**src/rtl/irq_entry_pkg.sv**
```systemverilog
package irq_entry_pkg;
  typedef enum logic [3:0] {
    ST_IDLE, ST_ACK, ST_SNAP, ST_CLRF, ST_PUSHF,
    ST_PUSHP, ST_LVL, ST_VEC, ST_LOAD
  } seq_state_e;
endpackage

```
**src/rtl/irq_flag_unit.sv**
```systemverilog
module irq_flag_unit #(
  parameter int FW      = 16,
  parameter int LW      = 3,
  parameter int IE_BIT  = 6,
  parameter int SS_BIT  = 3,
  parameter int SP_BIT  = 7,
  parameter int LVL_LSB = 12
) (
  input  logic          clk,
  input  logic          rst,
  input  logic          snap_en,
  input  logic [FW-1:0] flg_in,
  input  logic [LW-1:0] lvl,
  output logic [FW-1:0] snap_q,
  output logic [FW-1:0] masked,
  output logic [FW-1:0] leveled
);
  localparam logic [FW-1:0] CLR_MASK = FW'((1 << IE_BIT) | (1 << SS_BIT) | (1 << SP_BIT));
  localparam logic [FW-1:0] LVL_MASK = FW'(((1 << LW) - 1) << LVL_LSB);

  // Private copy, taken before any flag is rewritten
  always_ff @(posedge clk) begin
    if (rst)          snap_q <= '0;
    else if (snap_en) snap_q <= flg_in;
  end

  always_comb begin
    masked  = snap_q & ~CLR_MASK;
    leveled = (masked & ~LVL_MASK) | (FW'(lvl) << LVL_LSB);
  end

  a_r4_snap_hold: assert property (@(posedge clk) disable iff (rst)
    !snap_en |=> $stable(snap_q));
endmodule

```
**src/rtl/irq_save_path.sv**
```systemverilog
module irq_save_path #(
  parameter int AW = 32,
  parameter int FW = 16
) (
  input  logic          clk,
  input  logic          rst,
  input  logic          isp_load,
  input  logic [AW-1:0] isp_in,
  input  logic          push_f,
  input  logic          push_p,
  input  logic          fast,
  input  logic [FW-1:0] flg_word,
  input  logic [AW-1:0] pc_word,
  input  logic          mw_ready,
  output logic          mw_valid,
  output logic [AW-1:0] mw_addr,
  output logic [AW-1:0] mw_data,
  output logic [AW-1:0] sp_q,
  output logic [FW-1:0] fsave_flg,
  output logic [AW-1:0] fsave_pc
);
  localparam logic [AW-1:0] WORD_BYTES = AW'(4);

  logic xfer;

  always_comb begin
    mw_valid = !fast && (push_f || push_p);
    mw_addr  = sp_q - WORD_BYTES;
    mw_data  = push_f ? {{(AW-FW){1'b0}}, flg_word} : pc_word;
    xfer     = mw_valid && mw_ready;
  end

  always_ff @(posedge clk) begin
    if (rst) begin
      sp_q      <= '0;
      fsave_flg <= '0;
      fsave_pc  <= '0;
    end else begin
      if (isp_load)  sp_q <= isp_in;
      else if (xfer) sp_q <= sp_q - WORD_BYTES;
      if (fast && push_f) fsave_flg <= flg_word;
      if (fast && push_p) fsave_pc  <= pc_word;
    end
  end

  a_r11_mw_hold: assert property (@(posedge clk) disable iff (rst)
    mw_valid && !mw_ready |=> mw_valid && $stable(mw_addr) && $stable(mw_data));
  a_r6_sp_step: assert property (@(posedge clk) disable iff (rst)
    xfer |=> sp_q == $past(sp_q) - WORD_BYTES);
endmodule

```
**src/rtl/irq_entry_seq.sv**
```systemverilog
module irq_entry_seq
  import irq_entry_pkg::*;
#(
  parameter int AW      = 32,
  parameter int FW      = 16,
  parameter int NW      = 6,
  parameter int LW      = 3,
  parameter int IE_BIT  = 6,
  parameter int SS_BIT  = 3,
  parameter int SP_BIT  = 7,
  parameter int LVL_LSB = 12
) (
  input  logic          clk,
  input  logic          rst,
  input  logic          req_valid,
  input  logic [NW-1:0] req_num,
  input  logic [LW-1:0] req_lvl,
  input  logic          req_fast,
  input  logic          insn_done,
  input  logic          insn_intr,
  output logic          req_clr,
  output logic [NW-1:0] req_clr_num,
  output logic          suspend,
  input  logic [FW-1:0] flg_in,
  output logic          flg_we,
  output logic [FW-1:0] flg_wdata,
  input  logic [AW-1:0] pc_in,
  output logic          pc_we,
  output logic [AW-1:0] pc_wdata,
  input  logic [AW-1:0] isp_in,
  output logic          isp_we,
  output logic [AW-1:0] isp_wdata,
  output logic [FW-1:0] fsave_flg,
  output logic [AW-1:0] fsave_pc,
  input  logic [AW-1:0] vec_base,
  input  logic [AW-1:0] fast_vec,
  output logic          mw_valid,
  input  logic          mw_ready,
  output logic [AW-1:0] mw_addr,
  output logic [AW-1:0] mw_data,
  output logic          mr_valid,
  input  logic          mr_ready,
  output logic [AW-1:0] mr_addr,
  input  logic [AW-1:0] mr_rdata,
  output logic          busy,
  output logic          done
);
  localparam logic [FW-1:0] CLR_MASK = FW'((1 << IE_BIT) | (1 << SS_BIT) | (1 << SP_BIT));
  localparam int VEC_SHIFT = 2;

  seq_state_e    st;
  logic [NW-1:0] num_q;
  logic [LW-1:0] lvl_q;
  logic          fast_q, susp_q;
  logic [AW-1:0] pc_q, vec_q, sp_q;
  logic [FW-1:0] snap_q, masked, leveled;
  logic          accept, push_done;

  assign accept = (st == ST_IDLE) && req_valid && (insn_done || insn_intr);
  assign push_done = fast_q || (mw_valid && mw_ready);

  always_ff @(posedge clk) begin
    if (rst) begin
      st     <= ST_IDLE;
      num_q  <= '0;
      lvl_q  <= '0;
      fast_q <= 1'b0;
      susp_q <= 1'b0;
      pc_q   <= '0;
      vec_q  <= '0;
    end else begin
      unique case (st)
        ST_IDLE: if (accept) begin
          st     <= ST_ACK;
          num_q  <= req_num;
          lvl_q  <= req_lvl;
          fast_q <= req_fast;
          susp_q <= insn_intr && !insn_done;
        end
        ST_ACK:  st <= ST_SNAP;
        ST_SNAP: begin
          st   <= ST_CLRF;
          pc_q <= pc_in;
        end
        ST_CLRF:  st <= ST_PUSHF;
        ST_PUSHF: if (push_done) st <= ST_PUSHP;
        ST_PUSHP: if (push_done) st <= ST_LVL;
        ST_LVL:   st <= ST_VEC;
        ST_VEC: if (fast_q || mr_ready) begin
          st    <= ST_LOAD;
          vec_q <= fast_q ? fast_vec : mr_rdata;
        end
        ST_LOAD:  st <= ST_IDLE;
        default:  st <= ST_IDLE;
      endcase
    end
  end

  irq_flag_unit #(
    .FW(FW), .LW(LW), .IE_BIT(IE_BIT), .SS_BIT(SS_BIT),
    .SP_BIT(SP_BIT), .LVL_LSB(LVL_LSB)
  ) u_flags (
    .clk(clk), .rst(rst), .snap_en(st == ST_SNAP), .flg_in(flg_in),
    .lvl(lvl_q), .snap_q(snap_q), .masked(masked), .leveled(leveled)
  );

  irq_save_path #(.AW(AW), .FW(FW)) u_save (
    .clk(clk), .rst(rst), .isp_load(st == ST_SNAP), .isp_in(isp_in),
    .push_f(st == ST_PUSHF), .push_p(st == ST_PUSHP), .fast(fast_q),
    .flg_word(snap_q), .pc_word(pc_q), .mw_ready(mw_ready),
    .mw_valid(mw_valid), .mw_addr(mw_addr), .mw_data(mw_data),
    .sp_q(sp_q), .fsave_flg(fsave_flg), .fsave_pc(fsave_pc)
  );

  always_comb begin
    busy        = (st != ST_IDLE);
    req_clr     = (st == ST_ACK);
    req_clr_num = num_q;
    suspend     = (st == ST_ACK) && susp_q;
    flg_we      = (st == ST_CLRF) || (st == ST_LVL);
    flg_wdata   = (st == ST_LVL) ? leveled : masked;
    isp_we      = (st == ST_LVL) && !fast_q;
    isp_wdata   = sp_q;
    mr_valid    = (st == ST_VEC) && !fast_q;
    mr_addr     = vec_base + (AW'(num_q) << VEC_SHIFT);
    pc_we       = (st == ST_LOAD);
    pc_wdata    = vec_q;
    done        = (st == ST_LOAD);
  end

  a_r2_clr_after_idle: assert property (@(posedge clk) disable iff (rst)
    req_clr |-> !$past(busy));
  a_r2_clr_one_shot: assert property (@(posedge clk) disable iff (rst)
    req_clr |=> !req_clr);
  a_r10_done_ends_busy: assert property (@(posedge clk) disable iff (rst)
    done |=> !busy);
  a_r5_flags_cleared: assert property (@(posedge clk) disable iff (rst)
    flg_we |-> (flg_wdata & CLR_MASK) == '0);
  a_r11_mr_hold: assert property (@(posedge clk) disable iff (rst)
    mr_valid && !mr_ready |=> mr_valid && $stable(mr_addr));
  a_r7_fast_no_read: assert property (@(posedge clk) disable iff (rst)
    fsave_flg != $past(fsave_flg) |-> !mw_valid && !mr_valid);
endmodule

```
**config.mk**
```make
export PLATFORM = sky130hd
export DESIGN_NAME = irq_entry_seq
export DESIGN_NICKNAME = d
export VERILOG_FILES = /design/src/rtl/irq_entry_pkg.sv /design/src/rtl/irq_flag_unit.sv /design/src/rtl/irq_save_path.sv /design/src/rtl/irq_entry_seq.sv
export SDC_FILE = /design/constraint.sdc
export NUM_CORES = 1
export LEC_CHECK = 0
export ABC_AREA = 1
export BUFFER_PORTS_ARGS = -buffer_cell sky130_fd_sc_hd__buf_4
export CAP_MARGIN = 20
export CELL_PAD_IN_SITES_DETAIL_PLACEMENT = 1
export CELL_PAD_IN_SITES_GLOBAL_PLACEMENT = 1
export CORE_MARGIN = 8
export CORE_UTILIZATION = 34
export DETAILED_ROUTE_END_ITERATION = 16
export MAX_ROUTING_LAYER = met4
export PLACE_DENSITY = 0.93
export SYNTH_ARGS = -nofsm -noshare
export SYNTH_HDL_FRONTEND = slang
export SYNTH_SLANG_ARGS = --single-unit
```
**constraint.sdc**
```tcl
create_clock -name clk -period 5.11 [get_ports clk]
set_clock_uncertainty 0.1 [all_clocks]
set_input_delay 0.2555 -clock clk [delete_from_list [all_inputs] [get_ports clk]]
set_output_delay 0.2555 -clock clk [all_outputs]
set_load 0.03 [all_outputs]
```
==> results.json <==
{
  "routedWlPerCell_um": 20.5,
  "grt_max_degree": 78,
  "vias": 11100,
  "worstRegToRegCells": 5,
  "met1_length_um": 17000,
  "outcome": "finished, final reports clean",
  "mostFrequentLayoutCell": "buf_4",
  "cap_violations": 0,
  "fmax_ghz": 0.308,
  "cts_tree": "done",
  "dp.cells": 2091,
  "final_hold_viol_count": 0,
  "ant_nets": 0,
  "grt_pass1_vias": 11900,
  "p_leak_nw": 6.26,
  "max-clock-path-buffers": 2,
  "cp-start-kind": "register",
  "highest_layer": "met4",
  "synthToLayoutAreaGrowth_pct": 44.3,
  "min-delay-path-class": "in -> reg",
  "path_cells": "ha_1 > inv_1 > fa_1 > inv_1 > nand2_1 > o21ai_2 > nand2_1 > nand2_1 > nand2_1 > nor2_1 > xor2_1 > buf_4",
  "die-area_um2": 32500,
  "critPathLaunch": "req_clr_num[0]$_SDFFE_PP0P_",
  "crit_end": "mr_addr[16]",
  "grt_overflow_total": 0,
  "die_w_um": 180,
  "htree_levels": 4,
  "endpoint_kind": "output pin",
  "crit_arrival_ps": 2890,
  "die_h_um": 180,
  "routed_via_density": 5.15,
  "synthCells": 1402,
  "placed_cell_area_um2": 12400,
  "synth_warnings": 0,
  "crit_slowest_cell": "fa_1",
  "path_clk_slew_ps": 80,
  "ys_seq_elements": 175,
  "synth.distinct_cells": 38,
  "power.density_nw_per_um2": 678,
  "relSlewSlack_pct": 45.1,
  "report.final.setup_viol": 0,
  "slew_violations": 0,
  "port_buffers": 424,
  "fin_nets": 1993,
  "reg2reg_from": "fast_q$_SDFFE_PP0P_",
  "layout_setup_ws_ps": 1870,
  "ios": 432,
  "place.gp.congestion": 0.945,
  "drtIter0Drc": 613,
  "firstDrtPassIters": 5,
  "dpl.hpwl_um": 33600,
  "post-cts-setup-buffers": 0,
  "syn_avg_cell_area_um2": 6.55,
  "met2WireLength_um": 22100,
  "required_ps": 4750,
  "antenna_found_initial": 2,
  "fin_crit_ps": 3240,
  "slowest_delay_ps": 410,
  "worstSetupPathType": "reg -> out",
  "wl_um": 44000,
  "coreArea_um2": 26700,
  "place_ws_ps": 2310,
  "clock-sinks": 175,
  "ys_seq_area_share_pct": 38.2,
  "reg2reg_to": "u_save.fsave_pc[17]$_SDFFE_PP0P_",
  "peakVddDrop_mv": 0.404,
  "ctsRootBufferMaster": "clkbuf_16",
  "final_cells": 2148,
  "synth_area_um2": 9180,
  "crit_top_cell": "nand2_1",
  "wl_met3_um": 2810,
  "min_period_over_period_pct": 63.5,
  "drive_above_1_share_pct": 27.3,
  "r2r_slack_ps": 2600,
  "clock_latency_ps": 430,
  "std_cell_rows": 60,
  "worstMarginPinSlew_ps": 823,
  "track_usage_pct": 26.8,
  "tns_ps": 0,
  "drc": 0,
  "final_cell_mix": "431 x buf_4, 337 x nand2_1, 204 x nor2_1",
  "design_area_um2": 13200,
  "crit_fanout": 6,
  "initial_core_util_pct": 34.3,
  "grt_pass1_wl_um": 67200,
  "cts_made_buffers": 17,
  "grt_setup_unrepaired": "false"
}
-- critical path, delay by kind of cell, from the launching register on --
kind            cells  cell delay [ps]
buf+inv             3              330
flops               1              370
fa+ha+maj           2              640
compound gates      1              210
xor+xnor            1              160
simple gates        5              770
-- through the flow --
step           hold slack, ps  util, %  power (mW)
3_3_place_gp              331     46.4        7.38
5_1_grt                  23.9     49.6        9.47
3_5_place_dp              339     46.4        7.54
6_report                 14.8     49.6        8.98
4_1_cts                  1.30     49.5        8.96
2_1_floorplan             251        -        5.41
-- cell families after synthesis --
kind of cell	share of synthesized area, %
AND/OR/NAND/NOR	29.7
AO/OA/AOI/OAI	16.3
buffers and inverters	11.2
flip-flops	38.2
XOR/XNOR	3.34
adder cells (fa/ha/maj)	1.17
other	0.0409
-- Yosys cell counts --
cell type    n  area share (%)
a211oi_1     2            0.16
a21o_1       2            0.16
a21oi_1    122             6.7
a31oi_1      5            0.34
and2_1      11            0.75
and3_1       1           0.068
buf_1        3            0.12
buf_2       22             1.2
buf_4       24             2.0
buf_6        5            0.61
clkbuf_1    31             1.3
clkinv_2     1           0.054
conb_1       1           0.041
dfxtp_1    175              38
fa_1         1            0.22
ha_1         7            0.95
inv_1      139             5.7
inv_2        8            0.33
nand2_1    337              14
nand2_2      5            0.34
nand3_1     55             3.0
nand3b_1     6            0.49
nand4_1     12            0.82
nand4_4      1            0.23
nor2_1     204             8.3
nor2_2       5            0.34
nor2_4       5            0.61
nor3_1      11            0.60
nor4_1       3            0.20
o211ai_1     3            0.25
o21ai_0    143             7.8
o21ai_1     11            0.60
o21ai_2      2            0.19
o221ai_1     1           0.095
o31ai_1      1           0.082
or2_2        2            0.14
xnor2_1      6            0.57
xor2_1      29             2.8
-- worst min path at each step --
stage                         startpoint                              to  cells after the start
6_report                       flg_in[2]  u_flags.snap_q[2]$_SDFFE_PP0P_                      3
3_5_place_dp   pc_wdata[15]$_SDFFE_PP0P_       pc_wdata[15]$_SDFFE_PP0P_                      2
5_1_grt                        pc_in[20]           pc_q[20]$_SDFFE_PP0P_                      3
4_1_cts                         pc_in[9]            pc_q[9]$_SDFFE_PP0P_                      3
3_3_place_gp   pc_wdata[12]$_SDFFE_PP0P_       pc_wdata[12]$_SDFFE_PP0P_                      2
2_1_floorplan                  insn_done             susp_q$_SDFFE_PP0P_                      1
-- final cells by class --
class                           instances  area (um^2)
Clock buffer                           18          429
Tap cell                              341          427
Fill cell                            3474        13500
Clock inverter                         14          190
Timing Repair Buffer                  454         3470
Multi-Input combinational cell        996         4660
Inverter                              148          557
Antenna cell                            2         5.00
Sequential cell                       175         3500
-- timing repair --
action                     CTS  global route
gates resized for setup      0             0
setup endpoints to repair    0             0
hold endpoints to repair    23             0
hold buffers                23             0
-- registers in the layout, summed over array words and instances, names as in the netlist, 3 cells and up --
register,cells
st,4
pc_q,32
u_save.sp_q,32
u_flags.snap_q,16
pc_wdata,32
lvl_q,3
u_save.fsave_pc,32
u_save.fsave_flg,16
req_clr_num,6
-- where the power goes --
group          switching (mW)  internal (mW)  total [mW]
Clock                   0.669          0.714        1.38
Combinational            3.95           1.79        5.75
Sequential              0.245           1.60        1.85
-- per-layer routing --
layer | track usage [%] | vias to the layer above
li1 | - | 5207
met1 | 27.6 | 5287
met2 | 46.8 | 446
met3 | 6.94 | 116
met4 | 13.6 | 0
met5 | - | -
(Power assumes the default switching activity.)
